`src/rtl/sdhc_shim_pkg.sv`:
```
package sdhc_shim_pkg;

   typedef enum logic [2:0] {
      REG_PASS    = 3'd0,
      REG_HOSTCTL = 3'd1,
      REG_MIXMODE = 3'd2,
      REG_CMD     = 3'd3,
      REG_BLKSZ   = 3'd4,
      REG_SILENT  = 3'd5
   } shim_region_e;

   // vendor host-control half-word -> standard host-control byte
   function automatic logic [7:0] vendor_to_std_hc(input logic [15:0] v);
      return {v[7], v[6], v[2], v[9], v[8], 1'b0, v[1], v[0]};
   endfunction

   // standard host-control byte -> vendor host-control half-word
   function automatic logic [15:0] std_to_vendor_hc(input logic [7:0] s);
      return {6'b0, s[4], s[3], 5'b0, s[5], s[1], 1'b0};
   endfunction

endpackage

```
`src/rtl/sdhc_shim_decode.sv`:
```
module sdhc_shim_decode
   import sdhc_shim_pkg::*;
#(
   parameter int unsigned ADDR_W      = 8,
   parameter logic [ADDR_W-1:0] HOSTCTL_OFS = 8'h28,
   parameter logic [ADDR_W-1:0] MIX_OFS     = 8'h48,
   parameter logic [ADDR_W-1:0] CMD_OFS     = 8'h0C,
   parameter logic [ADDR_W-1:0] BLKSZ_OFS   = 8'h04,
   parameter int unsigned ZERO_N      = 6,
   parameter logic [ZERO_N-1:0][ADDR_W-1:0] ZERO_OFS =
      {8'h44, 8'h60, 8'h68, 8'h6C, 8'hC0, 8'hCC}
)(
   input  logic [ADDR_W-1:0] addr,
   output shim_region_e      region
);

   localparam int unsigned WORD_MSB = ADDR_W - 1;

   if (ADDR_W < 3) begin : g_bad_addr_w
      $error("sdhc_shim_decode: ADDR_W must be at least 3");
   end

   logic [ZERO_N-1:0] silent_hit;

   for (genvar i = 0; i < ZERO_N; i++) begin : g_silent
      if (ZERO_OFS[i][1:0] != 2'b00) begin : g_bad_align
         $error("sdhc_shim_decode: silent offset %0d is not word aligned", i);
      end
      assign silent_hit[i] = (addr[WORD_MSB:2] == ZERO_OFS[i][WORD_MSB:2]);
   end

   always_comb begin
      if (addr[WORD_MSB:2] == MIX_OFS[WORD_MSB:2])
         region = REG_MIXMODE;
      else if (|silent_hit)
         region = REG_SILENT;
      else if (addr[WORD_MSB:2] == HOSTCTL_OFS[WORD_MSB:2])
         region = REG_HOSTCTL;
      else if (addr[WORD_MSB:2] == CMD_OFS[WORD_MSB:2])
         region = REG_CMD;
      else if (addr[WORD_MSB:2] == BLKSZ_OFS[WORD_MSB:2])
         region = REG_BLKSZ;
      else
         region = REG_PASS;
   end

endmodule

```
`src/rtl/sdhc_shim_hostctl.sv`:
```
module sdhc_shim_hostctl
   import sdhc_shim_pkg::*;
#(
   parameter int unsigned DATA_W = 32,
   parameter int unsigned LANES  = DATA_W / 8
)(
   input  logic              clk,
   input  logic              rst_n,
   input  logic              rd_hit,
   input  logic [DATA_W-1:0] wdata,
   input  logic [LANES-1:0]  be,
   input  logic [DATA_W-1:0] rdata_dn,
   output logic [DATA_W-1:0] fwd_wdata,
   output logic [LANES-1:0]  fwd_be,
   output logic [DATA_W-1:0] rd_xlat
);

   if (DATA_W != 32) begin : g_bad_width
      $error("sdhc_shim_hostctl: only a 32-bit word is supported");
   end

   // cached power-control byte, kept in step with the register file
   logic [7:0] pwr_q;

   always_ff @(posedge clk or negedge rst_n) begin
      if (!rst_n)
         pwr_q <= '0;
      else if (rd_hit)
         pwr_q <= rdata_dn[15:8];
   end

   assign fwd_wdata = {wdata[DATA_W-1:16], pwr_q, vendor_to_std_hc(wdata[15:0])};
   assign fwd_be    = {be[LANES-1:2], be[1], be[0] | be[1]};
   assign rd_xlat   = {rdata_dn[DATA_W-1:16], std_to_vendor_hc(rdata_dn[7:0])};

endmodule

```
`src/rtl/sdhc_shim_xfer.sv`:
```
module sdhc_shim_xfer #(
   parameter int unsigned DATA_W     = 32,
   parameter int unsigned LANES      = DATA_W / 8,
   parameter int unsigned MODE_W     = 16,
   parameter bit          BUSY_QUIRK = 1'b1
)(
   input  logic              clk,
   input  logic              rst_n,
   input  logic              mix_wr,
   input  logic              cmd_wr,
   input  logic [DATA_W-1:0] wdata,
   input  logic [LANES-1:0]  be,
   output logic [DATA_W-1:0] fwd_wdata,
   output logic [LANES-1:0]  fwd_be,
   output logic              busy_nodone
);

   localparam int unsigned MODE_LANES = MODE_W / 8;
   localparam int unsigned RESP_LSB   = MODE_W;

   if (MODE_W % 8 != 0 || MODE_W >= DATA_W) begin : g_bad_mode
      $error("sdhc_shim_xfer: MODE_W must be whole bytes below DATA_W");
   end

   logic [MODE_W-1:0] mode_q;

   for (genvar l = 0; l < MODE_LANES; l++) begin : g_lane
      always_ff @(posedge clk or negedge rst_n) begin
         if (!rst_n)
            mode_q[l*8 +: 8] <= '0;
         else if (mix_wr && be[l])
            mode_q[l*8 +: 8] <= wdata[l*8 +: 8];
      end
   end

   logic cmd_lanes;
   assign cmd_lanes = |be[LANES-1:MODE_LANES];

   assign fwd_wdata = {wdata[DATA_W-1:MODE_W], wdata[MODE_W-1:0] | mode_q};
   assign fwd_be    = {be[LANES-1:MODE_LANES], be[MODE_LANES-1:0] | {MODE_LANES{cmd_lanes}}};

   if (BUSY_QUIRK) begin : g_busy_quirk
      assign busy_nodone = cmd_wr && be[MODE_LANES] &&
                           (wdata[RESP_LSB +: 2] == 2'b11);
   end else begin : g_no_quirk
      assign busy_nodone = 1'b0;
   end

endmodule

```
`src/rtl/sdhc_layout_shim.sv`:
```
module sdhc_layout_shim
   import sdhc_shim_pkg::*;
#(
   parameter int unsigned ADDR_W        = 8,
   parameter int unsigned DATA_W        = 32,
   parameter int unsigned BND_LSB       = 12,
   parameter int unsigned BND_W         = 3,
   parameter logic [BND_W-1:0] BND_CODE = 3'b111,
   parameter bit          BUSY_QUIRK    = 1'b1,
   parameter int unsigned LANES         = DATA_W / 8
)(
   input  logic              clk,
   input  logic              rst_n,
   input  logic              up_req,
   input  logic              up_we,
   input  logic [ADDR_W-1:0] up_addr,
   input  logic [LANES-1:0]  up_be,
   input  logic [DATA_W-1:0] up_wdata,
   output logic [DATA_W-1:0] up_rdata,
   output logic              dn_req,
   output logic              dn_we,
   output logic [ADDR_W-1:0] dn_addr,
   output logic [LANES-1:0]  dn_be,
   output logic [DATA_W-1:0] dn_wdata,
   input  logic [DATA_W-1:0] dn_rdata,
   output logic              busy_nodone
);

   if (BND_LSB + BND_W > DATA_W) begin : g_bad_bnd
      $error("sdhc_layout_shim: boundary field outside the data word");
   end

   shim_region_e region;

   sdhc_shim_decode #(.ADDR_W(ADDR_W)) u_decode (
      .addr   (up_addr),
      .region (region)
   );

   logic is_hc, is_mix, is_cmd, is_blk, is_silent;
   assign is_hc     = (region == REG_HOSTCTL);
   assign is_mix    = (region == REG_MIXMODE);
   assign is_cmd    = (region == REG_CMD);
   assign is_blk    = (region == REG_BLKSZ);
   assign is_silent = (region == REG_SILENT);

   logic [DATA_W-1:0] hc_wdata, hc_rdata, xf_wdata, blk_wdata;
   logic [LANES-1:0]  hc_be, xf_be;
   logic              xf_busy;

   sdhc_shim_hostctl #(.DATA_W(DATA_W)) u_hostctl (
      .clk       (clk),
      .rst_n     (rst_n),
      .rd_hit    (up_req && !up_we && is_hc),
      .wdata     (up_wdata),
      .be        (up_be),
      .rdata_dn  (dn_rdata),
      .fwd_wdata (hc_wdata),
      .fwd_be    (hc_be),
      .rd_xlat   (hc_rdata)
   );

   sdhc_shim_xfer #(.DATA_W(DATA_W), .BUSY_QUIRK(BUSY_QUIRK)) u_xfer (
      .clk         (clk),
      .rst_n       (rst_n),
      .mix_wr      (up_req && up_we && is_mix),
      .cmd_wr      (up_req && up_we && is_cmd),
      .wdata       (up_wdata),
      .be          (up_be),
      .fwd_wdata   (xf_wdata),
      .fwd_be      (xf_be),
      .busy_nodone (xf_busy)
   );

   always_comb begin
      blk_wdata = up_wdata;
      blk_wdata[BND_LSB +: BND_W] = BND_CODE;
   end

   // downstream request path
   assign dn_req  = up_req && !is_mix && !is_silent;
   assign dn_we   = up_we;
   assign dn_addr = up_addr;

   always_comb begin
      dn_wdata = up_wdata;
      dn_be    = up_be;
      if (up_we) begin
         unique case (region)
            REG_HOSTCTL: begin dn_wdata = hc_wdata; dn_be = hc_be; end
            REG_CMD:     begin dn_wdata = xf_wdata; dn_be = xf_be; end
            REG_BLKSZ:   dn_wdata = blk_wdata;
            default:     ;
         endcase
      end
   end

   // upstream read return
   always_comb begin
      unique case (region)
         REG_HOSTCTL:            up_rdata = hc_rdata;
         REG_MIXMODE, REG_SILENT: up_rdata = '0;
         default:                up_rdata = dn_rdata;
      endcase
   end

   assign busy_nodone = xf_busy;

   // ---------------------------------------------------------------
   // assertions
   // ---------------------------------------------------------------
   assert_hc_fields_R1: assert property (@(posedge clk) disable iff (!rst_n)
      (up_req && up_we && is_hc) |->
         (dn_wdata[4:3] == up_wdata[9:8]) && (dn_wdata[5] == up_wdata[2]) &&
         (dn_wdata[1] == up_wdata[1]) && !dn_wdata[2]);

   assert_hc_upper_R2: assert property (@(posedge clk) disable iff (!rst_n)
      (up_req && up_we && is_hc) |-> (dn_wdata[DATA_W-1:16] == up_wdata[DATA_W-1:16]));

   assert_hc_read_R3: assert property (@(posedge clk) disable iff (!rst_n)
      (up_req && !up_we && is_hc) |->
         (up_rdata[9:8] == dn_rdata[4:3]) && (up_rdata[2] == dn_rdata[5]) && !up_rdata[0]);

   assert_pwr_keep_R4: assert property (@(posedge clk) disable iff (!rst_n)
      (up_req && up_we && is_hc && $past(up_req && !up_we && is_hc)) |->
         (dn_wdata[15:8] == $past(dn_rdata[15:8])));

   assert_mix_silent_R5: assert property (@(posedge clk) disable iff (!rst_n)
      (up_req && up_we && is_mix) |-> !dn_req);

   assert_cmd_merge_R6: assert property (@(posedge clk) disable iff (!rst_n)
      (up_req && up_we && is_cmd && $past(up_req && up_we && is_mix && (up_be[1:0] == 2'b11))) |->
         (dn_wdata[15:0] == (up_wdata[15:0] | $past(up_wdata[15:0]))));

   assert_blk_bound_R7: assert property (@(posedge clk) disable iff (!rst_n)
      (up_req && up_we && is_blk) |->
         (dn_wdata[BND_LSB +: BND_W] == BND_CODE) && (dn_wdata[11:0] == up_wdata[11:0]));

   assert_silent_read_R8: assert property (@(posedge clk) disable iff (!rst_n)
      (up_req && !up_we && (is_silent || is_mix)) |-> (up_rdata == '0) && !dn_req);

   assert_passthru_R9: assert property (@(posedge clk) disable iff (!rst_n)
      (up_req && (region == REG_PASS)) |->
         dn_req && (dn_wdata == up_wdata) && (dn_be == up_be) && (up_rdata == dn_rdata));

   assert_busy_flag_R10: assert property (@(posedge clk) disable iff (!rst_n)
      busy_nodone |-> dn_req && dn_we && dn_be[2] && (dn_wdata[17:16] == 2'b11));

endmodule

```
`config.mk`:
```
export PLATFORM = sky130hd
export DESIGN_NAME = sdhc_layout_shim
export DESIGN_NICKNAME = d
export VERILOG_FILES = /design/src/rtl/sdhc_shim_pkg.sv /design/src/rtl/sdhc_shim_decode.sv /design/src/rtl/sdhc_shim_hostctl.sv /design/src/rtl/sdhc_shim_xfer.sv /design/src/rtl/sdhc_layout_shim.sv
export SDC_FILE = /design/constraint.sdc
export NUM_CORES = 1
export LEC_CHECK = 0
export BUFFER_PORTS_ARGS = -buffer_cell sky130_fd_sc_hd__buf_4
export CAP_MARGIN = 20
export CORE_MARGIN = 4
export CORE_UTILIZATION = 42
export CTS_CLUSTER_SIZE = 8
export DETAILED_ROUTE_END_ITERATION = 12
export PLACE_DENSITY = 0.87
export REMOVE_ABC_BUFFERS = 1
export SLEW_MARGIN = 10
export SYNTH_ARGS = -nofsm -noshare
export SYNTH_HDL_FRONTEND = slang
export SYNTH_SLANG_ARGS = --single-unit
```
`constraint.sdc`:
```
create_clock -name clk -period 4 [get_ports clk]
set_input_delay 0.6 -clock clk [delete_from_list [all_inputs] [get_ports clk]]
set_output_delay 0.6 -clock clk [all_outputs]
set_load 0.02 [all_outputs]
```
Yosys cells after proc, flatten, opt, wreduce, memory -nomap -nowiden
Cells that the tools add are included.
W data, S select, Z words.
{"block": "word_totals", "regBits": 24, "output_inout_bits": 79}
{"block": "classes", "eq_ne": 16, "muxes": 10, "bitwise": 3, "reduce_logical": 17}
{"op": "$pmux W32 S2", "n": 1}
{"op": "$pmux W16 S3", "n": 1}
{"op": "$eq A6 B5 Y1 const B", "n": 5}
{"op": "$mux W16", "n": 1}
{"op": "$or A16 B16 Y16", "n": 1}
{"op": "$mux W3", "n": 5}
{"op": "$eq A6 B6 Y1 const B", "n": 2}
{"op": "$logic_and A1 B1 Y1", "n": 11}
{"op": "$eq A3 B2 Y1 const B", "n": 2}
{"op": "$eq A3 B3 Y1 const B", "n": 2}
{"op": "$eq A6 B1 Y1 const B", "n": 1}
{"op": "$eq A6 B2 Y1 const B", "n": 1}
{"op": "$eq A6 B4 Y1 const B", "n": 1}
{"op": "$reduce_or A6 Y1", "n": 1}
{"op": "$pmux W2 S2", "n": 1}
{"op": "$reduce_or A2 Y1", "n": 2}
{"op": "$eq A3 B1 Y1 const B", "n": 1}
{"op": "$logic_not A1 Y1", "n": 3}
{"op": "$eq A2 B2 Y1 const B", "n": 1}
{"op": "$mux W2", "n": 1}
{"op": "$or A2 B2 Y2", "n": 1}
{"op": "$or A1 B1 Y1", "n": 1}

Logic depth before layout (Yosys ltp)
Gate-level depths: netlist (run 1).
{"block": "depth", "word_depth": 10, "ltp_mapped": 7, "mapped_depth_nobuf": 4}

Cells and area by module
Synthesis (run 1) repeated with hierarchy kept, for this count alone.
{"block": "unflattened", "cells_unflattened": 344, "hier_area_um2": 3026.7}
{"module": "sdhc_layout_shim", "n_inst": 1, "cells_each": 178, "area_each_um2": 1267.5, "seq_area_each_um2": 0.0}
{"module": "sdhc_shim_xfer", "n_inst": 1, "cells_each": 71, "area_each_um2": 849.6, "seq_area_each_um2": 400.4}
{"module": "sdhc_shim_hostctl", "n_inst": 1, "cells_each": 78, "area_each_um2": 784.5, "seq_area_each_um2": 200.2}
{"module": "sdhc_shim_decode", "n_inst": 1, "cells_each": 17, "area_each_um2": 125.1, "seq_area_each_um2": 0.0}

Worst setup path before layout (run 1)
No wires, ideal clock.
{"block": "synth_path", "kind": "input port to output port", "startpoint": "input up_addr[2]", "endpoint": "output dn_wdata[11]", "t_arrival_ps": 2000, "required_time_ps": 3400, "slack_ps": 1400, "path_stages": 7, "n_path_buf": 3, "path_cell_list": "and3b_1 -> buf_2 -> and2_1 -> clkbuf_1 -> buf_2 -> a22oi_1 -> o21ai_0"}
{"block": "synth_between", "elab_chain_len": 9, "word_cells_on_any_way": 21, "classes_between": "13 x eq/ne; 7 x mux; 1 x reduce/logical"}
{"item": "from (decl)", "line_no": "sdhc_layout_shim.sv:16", "rtl": "input logic [ADDR_W-1:0] up_addr,"}
{"item": "$eq A6 B1 Y1", "line_no": "sdhc_shim_decode.sv:41", "rtl": "else if (addr[WORD_MSB:2] == BLKSZ_OFS[WORD_MSB:2])"}
{"item": "$mux W3", "line_no": "sdhc_shim_decode.sv:41"}
{"item": "$mux W3", "line_no": "sdhc_shim_decode.sv:39", "rtl": "else if (addr[WORD_MSB:2] == CMD_OFS[WORD_MSB:2])"}
{"item": "$mux W3", "line_no": "sdhc_shim_decode.sv:37", "rtl": "else if (addr[WORD_MSB:2] == HOSTCTL_OFS[WORD_MSB:2])"}
{"item": "$mux W3", "line_no": "sdhc_shim_decode.sv:35", "rtl": "else if (|silent_hit)"}
{"item": "$mux W3 (*)", "line_no": "sdhc_shim_decode.sv:33", "rtl": "if (addr[WORD_MSB:2] == MIX_OFS[WORD_MSB:2])"}
{"item": "$eq A3 B3 Y1, or another cell as far along", "line_no": "sdhc_layout_shim.sv:89", "rtl": "unique case (region)"}
{"item": "$pmux W16 S3 (*)", "line_no": "sdhc_layout_shim.sv:89"}
{"item": "$mux W16 (*)", "line_no": "sdhc_layout_shim.sv:88", "rtl": "if (up_we) begin"}
{"item": "to (decl)", "line_no": "sdhc_layout_shim.sv:24", "rtl": "output logic [DATA_W-1:0] dn_wdata,"}
Every way passes the cells marked *; elsewhere a longest branch is shown, timed or not.

Final worst setup path (run 1)
{"block": "layout_path", "startpoint": "input up_addr[3]", "endpoint": "output up_rdata[12]"}
{"block": "layout_between", "elab_chain_len": 9, "word_cells_on_any_way": 21, "classes_between": "13 x eq/ne; 6 x mux; 2 x reduce/logical"}
{"item": "$eq A6 B1 Y1", "line_no": "sdhc_shim_decode.sv:41"}
{"item": "$mux W3", "line_no": "sdhc_shim_decode.sv:41"}
{"item": "$mux W3", "line_no": "sdhc_shim_decode.sv:39"}
{"item": "$mux W3", "line_no": "sdhc_shim_decode.sv:37"}
{"item": "$mux W3", "line_no": "sdhc_shim_decode.sv:35"}
{"item": "$mux W3 (*)", "line_no": "sdhc_shim_decode.sv:33"}
{"item": "$eq A3 B2 Y1 / $eq A3 B3 Y1 (equally long branches)", "line_no": "sdhc_layout_shim.sv:100", "rtl": "unique case (region)"}
{"item": "$reduce_or A2 Y1", "line_no": "sdhc_layout_shim.sv:100"}
{"item": "$pmux W32 S2 (*)", "line_no": "sdhc_layout_shim.sv:100"}
{"item": "to (decl)", "line_no": "sdhc_layout_shim.sv:19", "rtl": "output logic [DATA_W-1:0] up_rdata,"}
Marks and branches as above.

==> results of run 1 <==
[critical path, stage by stage]
cell and delay [ns]:
buf_4 0.14, or3_1 0.38, a21oi_1 0.14, a311o_1 0.75
and3_1 0.29, buf_4 0.14
[metrics by stage]
step                instance area (sq um)  power [W]  worst slack (ns)
floorplan                            1599  0.0003655             1.447
global placement                     2608  0.0005068             1.056
detailed placement                   2608  0.0005107             1.006
CTS                                  2649  0.0006502             1.005
global route                         2649  0.0006747            0.7869
finish                               2649  0.0006428            0.9584
[report_power, final]
part | switching (W) | internal, W | leakage [nW]
combinational | 0.000119 | 0.000122 | 1.06
sequential | 0.00000774 | 0.000257 | 0.329
clock | 0.0000708 | 0.0000673 | 0.0216
total | 0.000197 | 0.000446 | 1.41
[worst min path at each step]
stage                             startpoint                              to  cells past startpoint
4_1_cts                                rst_n    u_xfer.mode_q[6]$_DFFE_PN0P_                      1
3_5_place_dp   u_xfer.mode_q[14]$_DFFE_PN0P_   u_xfer.mode_q[14]$_DFFE_PN0P_                      1
2_1_floorplan                          rst_n  u_hostctl.pwr_q[0]$_DFFE_PN0P_                      0
3_3_place_gp   u_xfer.mode_q[11]$_DFFE_PN0P_   u_xfer.mode_q[11]$_DFFE_PN0P_                      1
5_1_grt                                rst_n    u_xfer.mode_q[1]$_DFFE_PN0P_                      1
6_report                               rst_n    u_xfer.mode_q[7]$_DFFE_PN0P_                      1
[metal layers]
metal	global-route usage	share of wire	up-vias
li1	-	-	853
met1	0.2508	0.38	827
met2	0.3081	0.50	94
met3	0.07838	0.11	7
met4	0.04941	0.0082	0
met5	0.05556	0	-
[cells by family (layout without fill, tap and decap cells)]
group | Yosys count | after routing | share of synthesized area
AND/OR/NAND/NOR | 65 | 65 | 0.2236
flip-flops | 24 | 24 | 0.3252
buffers and inverters | 41 | 132 | 0.1402
multiplexers | 24 | 24 | 0.1484
AO/OA/AOI/OAI | 40 | 40 | 0.1626
[state kept, by name, summed over array words and instances, names as in the netlist]
name / cells
u_hostctl.pwr_q: 8
u_xfer.mode_q: 16
[synthesized netlist by cell type]
master     count  share of area
o21ai_1        1         0.0027
and2_1        19          0.064
or4b_4         1         0.0075
a22o_1         6          0.028
a22oi_1        5          0.020
inv_1          3         0.0061
nand3_1        2         0.0054
nand4_1        1         0.0034
dfrtp_1       24           0.33
o21bai_1       1         0.0041
mux2_2        23           0.14
nand3b_2       1         0.0061
and3b_1        1         0.0047
or3_1          1         0.0034
o2bb2ai_1      4          0.019
clkbuf_1       8          0.016
nand2_1       13          0.026
nand2_4        2          0.012
mux2_4         1         0.0081
nor2_1         4         0.0081
o22a_1         1         0.0047
o211ai_1       1         0.0041
and3_1        16          0.054
nor3_4         1         0.0088
a21oi_1        3         0.0081
a31o_2         7          0.033
o21ai_0        7          0.019
nor2b_1        1         0.0034
nor4_4         1          0.012
a2bb2oi_1      2         0.0095
nand3b_1       1         0.0041
a21o_1         1         0.0041
buf_4         27           0.11
a311o_1        1         0.0054
buf_2          3         0.0081
[area by class of cell]
cell class / instances / share of cell area
Clock buffer: 3 / 0.01559
Inverter: 3 / 0.004251
Multi-Input combinational cell: 129 / 0.3727
Sequential cell: 24 / 0.2267
Tap cell: 50 / 0.02362
Timing Repair Buffer: 126 / 0.3571
==> flow_summary.ini, run 1 <==
[run_status]
outcome = finished clean

[clock_network]
cts_setup_buffers = 0
cts.sinks = 24
hold_buffers = 0
clk_pin_slew_ns = 0.07
insertion_delay_ns = 0.26
clock-root-buffer = clkbuf_8
cts_tree = yes
cts-buffers-inserted = 3
htree_levels = 1
cts-resized-gates = 0
clockBufferDepth = 2

[sta]
fin_worst_skew_ns = 0
setup_tns_ns = 0
setup_violations = 0
whs_ns = 0.2222
rsz0062_at_grt = no
slew_viol_final = 0
clock.fmax_ghz = 0.3288
slew_headroom = 0.3769
worst_slew_pin_slew_ns = 0.9347
finalCritPeriodShare = 0.7604
finalCriticalPeriod_ns = 3.042
timing_hold_violations_final = 0

[global_routing]
groute.usage.overall = 0.1968
grt_pass1_vias = 1695
grt_max_degree = 34
grt_overflow_total = 0
grt_pass1_wl_mm = 8.390
antenna_found_initial = 0

[synthesis]
avgSynthCellArea_sq_um = 9.519
synth_cells = 194
synth_warnings = 0
synth-seq-cells = 24
ys_seq_area_frac = 0.3252
synthDistinctLibCells = 35
syn_area_sq_mm = 0.001847

[setup_path]
arrival_ns = 2.44
cp_max_fo = 33
crit-reg2reg-launch = u_hostctl.pwr_q[0]$_DFFE_PN0P_
reg2reg_to = u_hostctl.pwr_q[0]$_DFFE_PN0P_
start_kind = input pin
critical_path.startpoint = up_addr[3]
worstSetupEndpoint = up_rdata[12]
cp-end-kind = primary output
critPathRequiredTime_ns = 3.40
crit_type = input pin to primary output
rr_worst_depth = 1
regToRegSetupSlack_ns = 3.22

[finish]
final_cell_mix = buf_4, dfrtp_1, mux2_2
seqCellArea_sq_um = 600.6
multi_input_area_sq_um = 987.2
n_fill_cell = 350
final_common_cell = buf_4
area_growth_pct = 43.43
final_nets = 367
diodes = 0
utilization = 0.6437
layout.cells.non_filler = 335
drive_gt1_frac = 0.5825

[route]
drt-initial-drc-count = 94
wire_per_inst_um = 17.48
drtAntennaViolNets = 0
routed_via_density = 5.316
dr.pass1.iters = 4
drc = 0
routed_wirelength_mm = 5.857
vias = 1781

[floorplan]
ios = 159
die_y_um = 74.31
rows = 23
die_area_sq_mm = 0.005522
initial_core_util = 0.4488
placeableCoreArea_sq_mm = 0.004115
die_w_um = 74.31

[placed_design]
portBuffers = 126
dpl.cell_count = 332
gp_congestion = 0.7670
dp_hpwl_mm = 4.645

[worst_hold_path]
hold_class = input pin to asynchronous set/reset pin

[run]
drv_cap = 0

[power_and_ir_drop]
p_leak_nw = 1.407
vdd_drop_max_v = 0.0001898
p_per_area_mw_per_mm2 = 242.7
No activity file was read; power rests on OpenSTA's default activity.
==> inputs of run 2 (changes only) <==
CORE_UTILIZATION = 39   (was 42)
PLACE_DENSITY = 0.82   (was 0.87)
clock period = 3 ns   (was 4 ns; I/O delays follow)
==> run 2 against run 1 <==
Effect of this change: total power is 49% higher; setup slack got worse by 0.70 ns; via count is 1.1% higher; sequential cell count did not move; critical path depth unchanged; core utilization is 3.9 points lower; first-iteration DRC count shrank 45%; final cell count increased by 1.8%; sequential power increased by 33%; register-to-register slack worse by 1.0 ns; sequential share of layout area shrank 0.46 points.
==> flow_summary.ini, run 2 (synthesized netlist as in run 1, its figures left out) <==
[global_routing]
antenna_found_initial = 0
grt_pass1_wl_mm = 8.859
grt_pass1_vias = 1801
groute.usage.overall = 0.1838
grt_max_degree = 34
grt_overflow_total = 0

[floorplan]
die_w_um = 76.82
initial_core_util = 0.4128
rows = 24
placeableCoreArea_sq_mm = 0.004474
die_area_sq_mm = 0.005901
die_y_um = 76.82
ios = 159

[setup_path]
crit_type = input pin to primary output
critPathBufInv = 2
cp-end-kind = primary output
critical_path.most_common_cell = buf_4
cp_max_fo = 33
start_kind = input pin
critPathRequiredTime_ns = 2.55
cp_top_family = compound AO/OA/AOI/OAI gates
slowest_delay_ns = 0.74
arrival_ns = 2.29
worst_path_max_delay_cell = a311o_1
crit_chain = buf_4 -> or3_1 -> a21oi_1 -> a311o_1 -> and3_1 -> buf_4

[sta]
fin_worst_skew_ns = 0
whs_ns = 0.06613
timing_hold_violations_final = 0
finalCriticalPeriod_ns = 2.745
worst_slew_pin_slew_ns = 0.9137
rsz0062_at_grt = no
clock.fmax_ghz = 0.3643
setup_tns_ns = 0
setup_violations = 0
slew_headroom = 0.3909
finalCritPeriodShare = 0.9150
slew_viol_final = 0

[clock_network]
htree_levels = 1
cts-resized-gates = 0
clockBufferDepth = 2
clk_pin_slew_ns = 0.09
cts_tree = yes
cts_setup_buffers = 0
cts-buffers-inserted = 3
hold_buffers = 0
cts.sinks = 24
insertion_delay_ns = 0.27
clock-root-buffer = clkbuf_8

[finish]
multi_input_area_sq_um = 987.2
area_growth_pct = 46.41
reg_top3 = u_xfer.mode_q (16), u_hostctl.pwr_q (8)
final_nets = 370
seqCellArea_sq_um = 600.6
n_fill_cell = 397
final_cell_mix = buf_4, dfrtp_1, mux2_2
regMostFlops = u_xfer.mode_q
final_common_cell = buf_4
diodes = 0
largest_register_ff_count = 16
final_cell_area_sq_mm = 0.002704
drive_gt1_frac = 0.5882

[route]
drc = 0
wire_per_inst_um = 17.22
dr.pass1.iters = 4
drt-initial-drc-count = 52
routed_wirelength_mm = 5.871
routed_via_density = 5.279
vias = 1800
drtAntennaViolNets = 0

[placed_design]
dp_hpwl_mm = 4.642
dpl_cell_area_sq_mm = 0.002633
portBuffers = 126
gp_congestion = 0.8002

[run]
drv_cap = 0

[power_and_ir_drop]
p_per_area_mw_per_mm2 = 355.1
combPwrFrac = 0.334
swShare = 0.2879
vdd_drop_max_v = 0.0002541
clkPwrFrac = 0.299
p_seq_frac = 0.366
switching_power_w = 0.0002764
p_leak_nw = 1.438
power.internal_w = 0.0006838

[worst_hold_path]
hold_class = input pin to asynchronous set/reset pin

[run_status]
outcome = finished clean
[run 2: layout make-up]
| type | count | share of cell area |
|---|---|---|
| tap | 52 | 0.02406 |
| sequential | 24 | 0.2221 |
| timing repair buffer | 129 | 0.3582 |
| multi-input combinational | 129 | 0.3651 |
| inverter | 3 | 0.004165 |
| clock buffer | 3 | 0.01527 |
| clock inverter | 1 | 0.01111 |
[run 2: power by group through the flow]
stage	combinational [W]	sequential (W)	clock [W]
after floorplan	0.000132	0.000355	0
final	0.000321	0.000352	0.000288
after CTS	0.000324	0.000352	0.000290
after detailed placement	0.000323	0.000359	0
after global placement	0.000319	0.000358	0
after global routing	0.000343	0.000354	0.000304
[run 2: per-stage QoR]
stage               utilization  setup WS (ns)  cells   power, W
floorplan                     -         0.7469    156  0.0004873
global placement         0.5884         0.3408    337  0.0006767
detailed placement       0.5884         0.2603    337  0.0006815
CTS                      0.6043         0.2588    341  0.0009662
global route             0.6043        0.05272    341   0.001001
finish                   0.6043         0.2551    341  0.0009602
[run 2: worst paths after layout]
check	slack, ns	endpoint	start	depth (start not counted)
min reg2reg	0.51	u_xfer.mode_q[14]$_DFFE_PN0P_	u_xfer.mode_q[14]$_DFFE_PN0P_	1
max	0.26	up_rdata[15]	up_addr[3]	6
min	0.07	u_xfer.mode_q[15]$_DFFE_PN0P_	rst_n	1
max in group asynchronous	2.69	u_xfer.mode_q[1]$_DFFE_PN0P_	rst_n	1
max reg2reg	2.22	u_hostctl.pwr_q[6]$_DFFE_PN0P_	u_hostctl.pwr_q[6]$_DFFE_PN0P_	1
min in group clk	0.42	u_hostctl.pwr_q[7]$_DFFE_PN0P_	dn_rdata[15]	2
[run 2: layer usage]
layer | wire [um] | share of wire | global-route usage | up-vias
met1 | 2395 | 0.41 | 0.2256 | 853
met3 | 508 | 0.087 | 0.05972 | 8
met5 | 0 | 0 | 0.02727 | -
li1 | - | - | - | 857
met2 | 2893 | 0.49 | 0.3040 | 82
met4 | 74 | 0.013 | 0.05254 | 0
==> inputs of run 3 (changes only) <==
PLACE_DENSITY = 0.86   (was 0.82)
==> run 3 against run 2 <==
Effect of this change: global-route usage is 0.85 points higher; total power is 11% lower; via count is 1.3% higher; highest routed layer unchanged; sequential cell count stayed put; clock skew stayed put; setup slack worse by 0.0069 ns; largest power group unchanged; non-clock buffer count is 3 lower; combinational power hardly changed; die area stayed put.
==> flow_summary.ini, run 3 (synthesized netlist as in run 1, its figures left out) <==
[finish]
layout.cells.non_filler = 337
diodes = 0
drive_gt1_frac = 0.5825
area_growth_pct = 43.56
final_nets = 367
final_cell_mix = buf_4, dfrtp_1, mux2_2
reg_top3 = u_xfer.mode_q (16), u_hostctl.pwr_q (8)
regMostFlops = u_xfer.mode_q
largest_register_ff_count = 16
final_common_cell = buf_4

[global_routing]
grt_pass1_wl_mm = 9.404
antenna_found_initial = 0
grt_pass1_vias = 1882
groute.usage.overall = 0.1922
grt_max_degree = 34
grt_overflow_total = 0

[power_and_ir_drop]
p_leak_nw = 1.407
vdd_drop_max_v = 0.0002102
p_per_area_mw_per_mm2 = 323.2
power.total_w = 0.0008570

[sta]
finalCritPeriodShare = 0.9173
slew_viol_final = 0
worst_slew_pin_slew_ns = 0.9589
fin_worst_skew_ns = 0
rsz0062_at_grt = no
slew_headroom = 0.3607
clock.fmax_ghz = 0.3634
setup_tns_ns = 0
whs_ns = 0.07442
finalCriticalPeriod_ns = 2.752
setup_violations = 0
timing_hold_violations_final = 0

[placed_design]
gp_congestion = 0.7700
portBuffers = 126
dp_hpwl_mm = 4.615
dpl.cell_count = 334

[setup_path]
cp-end-kind = primary output
crit_type = input pin to primary output
start_kind = input pin
cp_max_fo = 33
arrival_ns = 2.30
regToRegSetupSlack_ns = 2.22
rr_worst_depth = 1
critPathRequiredTime_ns = 2.55

[route]
drtAntennaViolNets = 0
dr.pass1.iters = 4
routed_wirelength_mm = 5.902
drt-initial-drc-count = 71
wire_per_inst_um = 17.51
drc = 0
routed_via_density = 5.409
vias = 1823

[clock_network]
htree_levels = 1
cts.sinks = 24
cts_tree = yes
hold_buffers = 0
insertion_delay_ns = 0.26
cts_setup_buffers = 0
clock-root-buffer = clkbuf_8
cts-buffers-inserted = 3
clk_pin_slew_ns = 0.08
clockBufferDepth = 2
cts-resized-gates = 0

[floorplan]
ios = 159
die_y_um = 76.82
die_w_um = 76.82
rows = 24
placeableCoreArea_sq_mm = 0.004474
die_area_sq_mm = 0.005901
initial_core_util = 0.4128

[run_status]
outcome = finished clean

[run]
drv_cap = 0

[worst_hold_path]
hold_class = input pin to asynchronous set/reset pin
[run 3: critical path: stages]
cell and delay [ns]:
buf_4 0.14, or3_1 0.39, a21oi_1 0.13, a311o_1 0.76, and3_1 0.29, buf_4 0.14
[run 3: per-layer routing]
metal | GRT usage | share of wire
met4 | 0.04348 | 0.0098
met3 | 0.06792 | 0.086
met5 | 0.03636 | 0
met2 | 0.3188 | 0.50
met1 | 0.2360 | 0.40
[run 3: per-stage QoR]
| stage | setup WS (ns) | instance area, sq um | util |
|---|---|---|---|
| 6_report | 0.2482 | 2651 | 0.5926 |
| 5_1_grt | 0.09050 | 2651 | 0.5926 |
| 4_1_cts | 0.2919 | 2651 | 0.5926 |
| 3_5_place_dp | 0.2932 | 2610 | 0.5833 |
| 3_3_place_gp | 0.3438 | 2610 | 0.5833 |
| 2_1_floorplan | 0.7469 | 1599 | - |
[run 3: report_power, final]
group | internal (W) | switching [W]
clock | 0.0000895 | 0.0000950
sequential | 0.000342 | 0.0000103
combinational | 0.000162 | 0.000158
[run 3: final cells by class]
cell class / instances / area, sq um
fill: 395 / 1823
sequential: 24 / 600.6
clock buffer: 3 / 41.29
inverter: 3 / 11.26
timing repair buffer: 126 / 945.9
multi-input combinational: 129 / 987.2
tap: 52 / 65.06
[run 3: worst paths after layout]
check,end,start
worst max-delay path,up_rdata[0],up_addr[3]
worst min-delay path,u_xfer.mode_q[7]$_DFFE_PN0P_,rst_n
worst max register to register,u_hostctl.pwr_q[0]$_DFFE_PN0P_,u_hostctl.pwr_q[0]$_DFFE_PN0P_
worst min register to register,u_xfer.mode_q[4]$_DFFE_PN0P_,u_xfer.mode_q[4]$_DFFE_PN0P_
max in group asynchronous,u_hostctl.pwr_q[1]$_DFFE_PN0P_,rst_n
min in group clk,u_xfer.mode_q[4]$_DFFE_PN0P_,up_wdata[4]
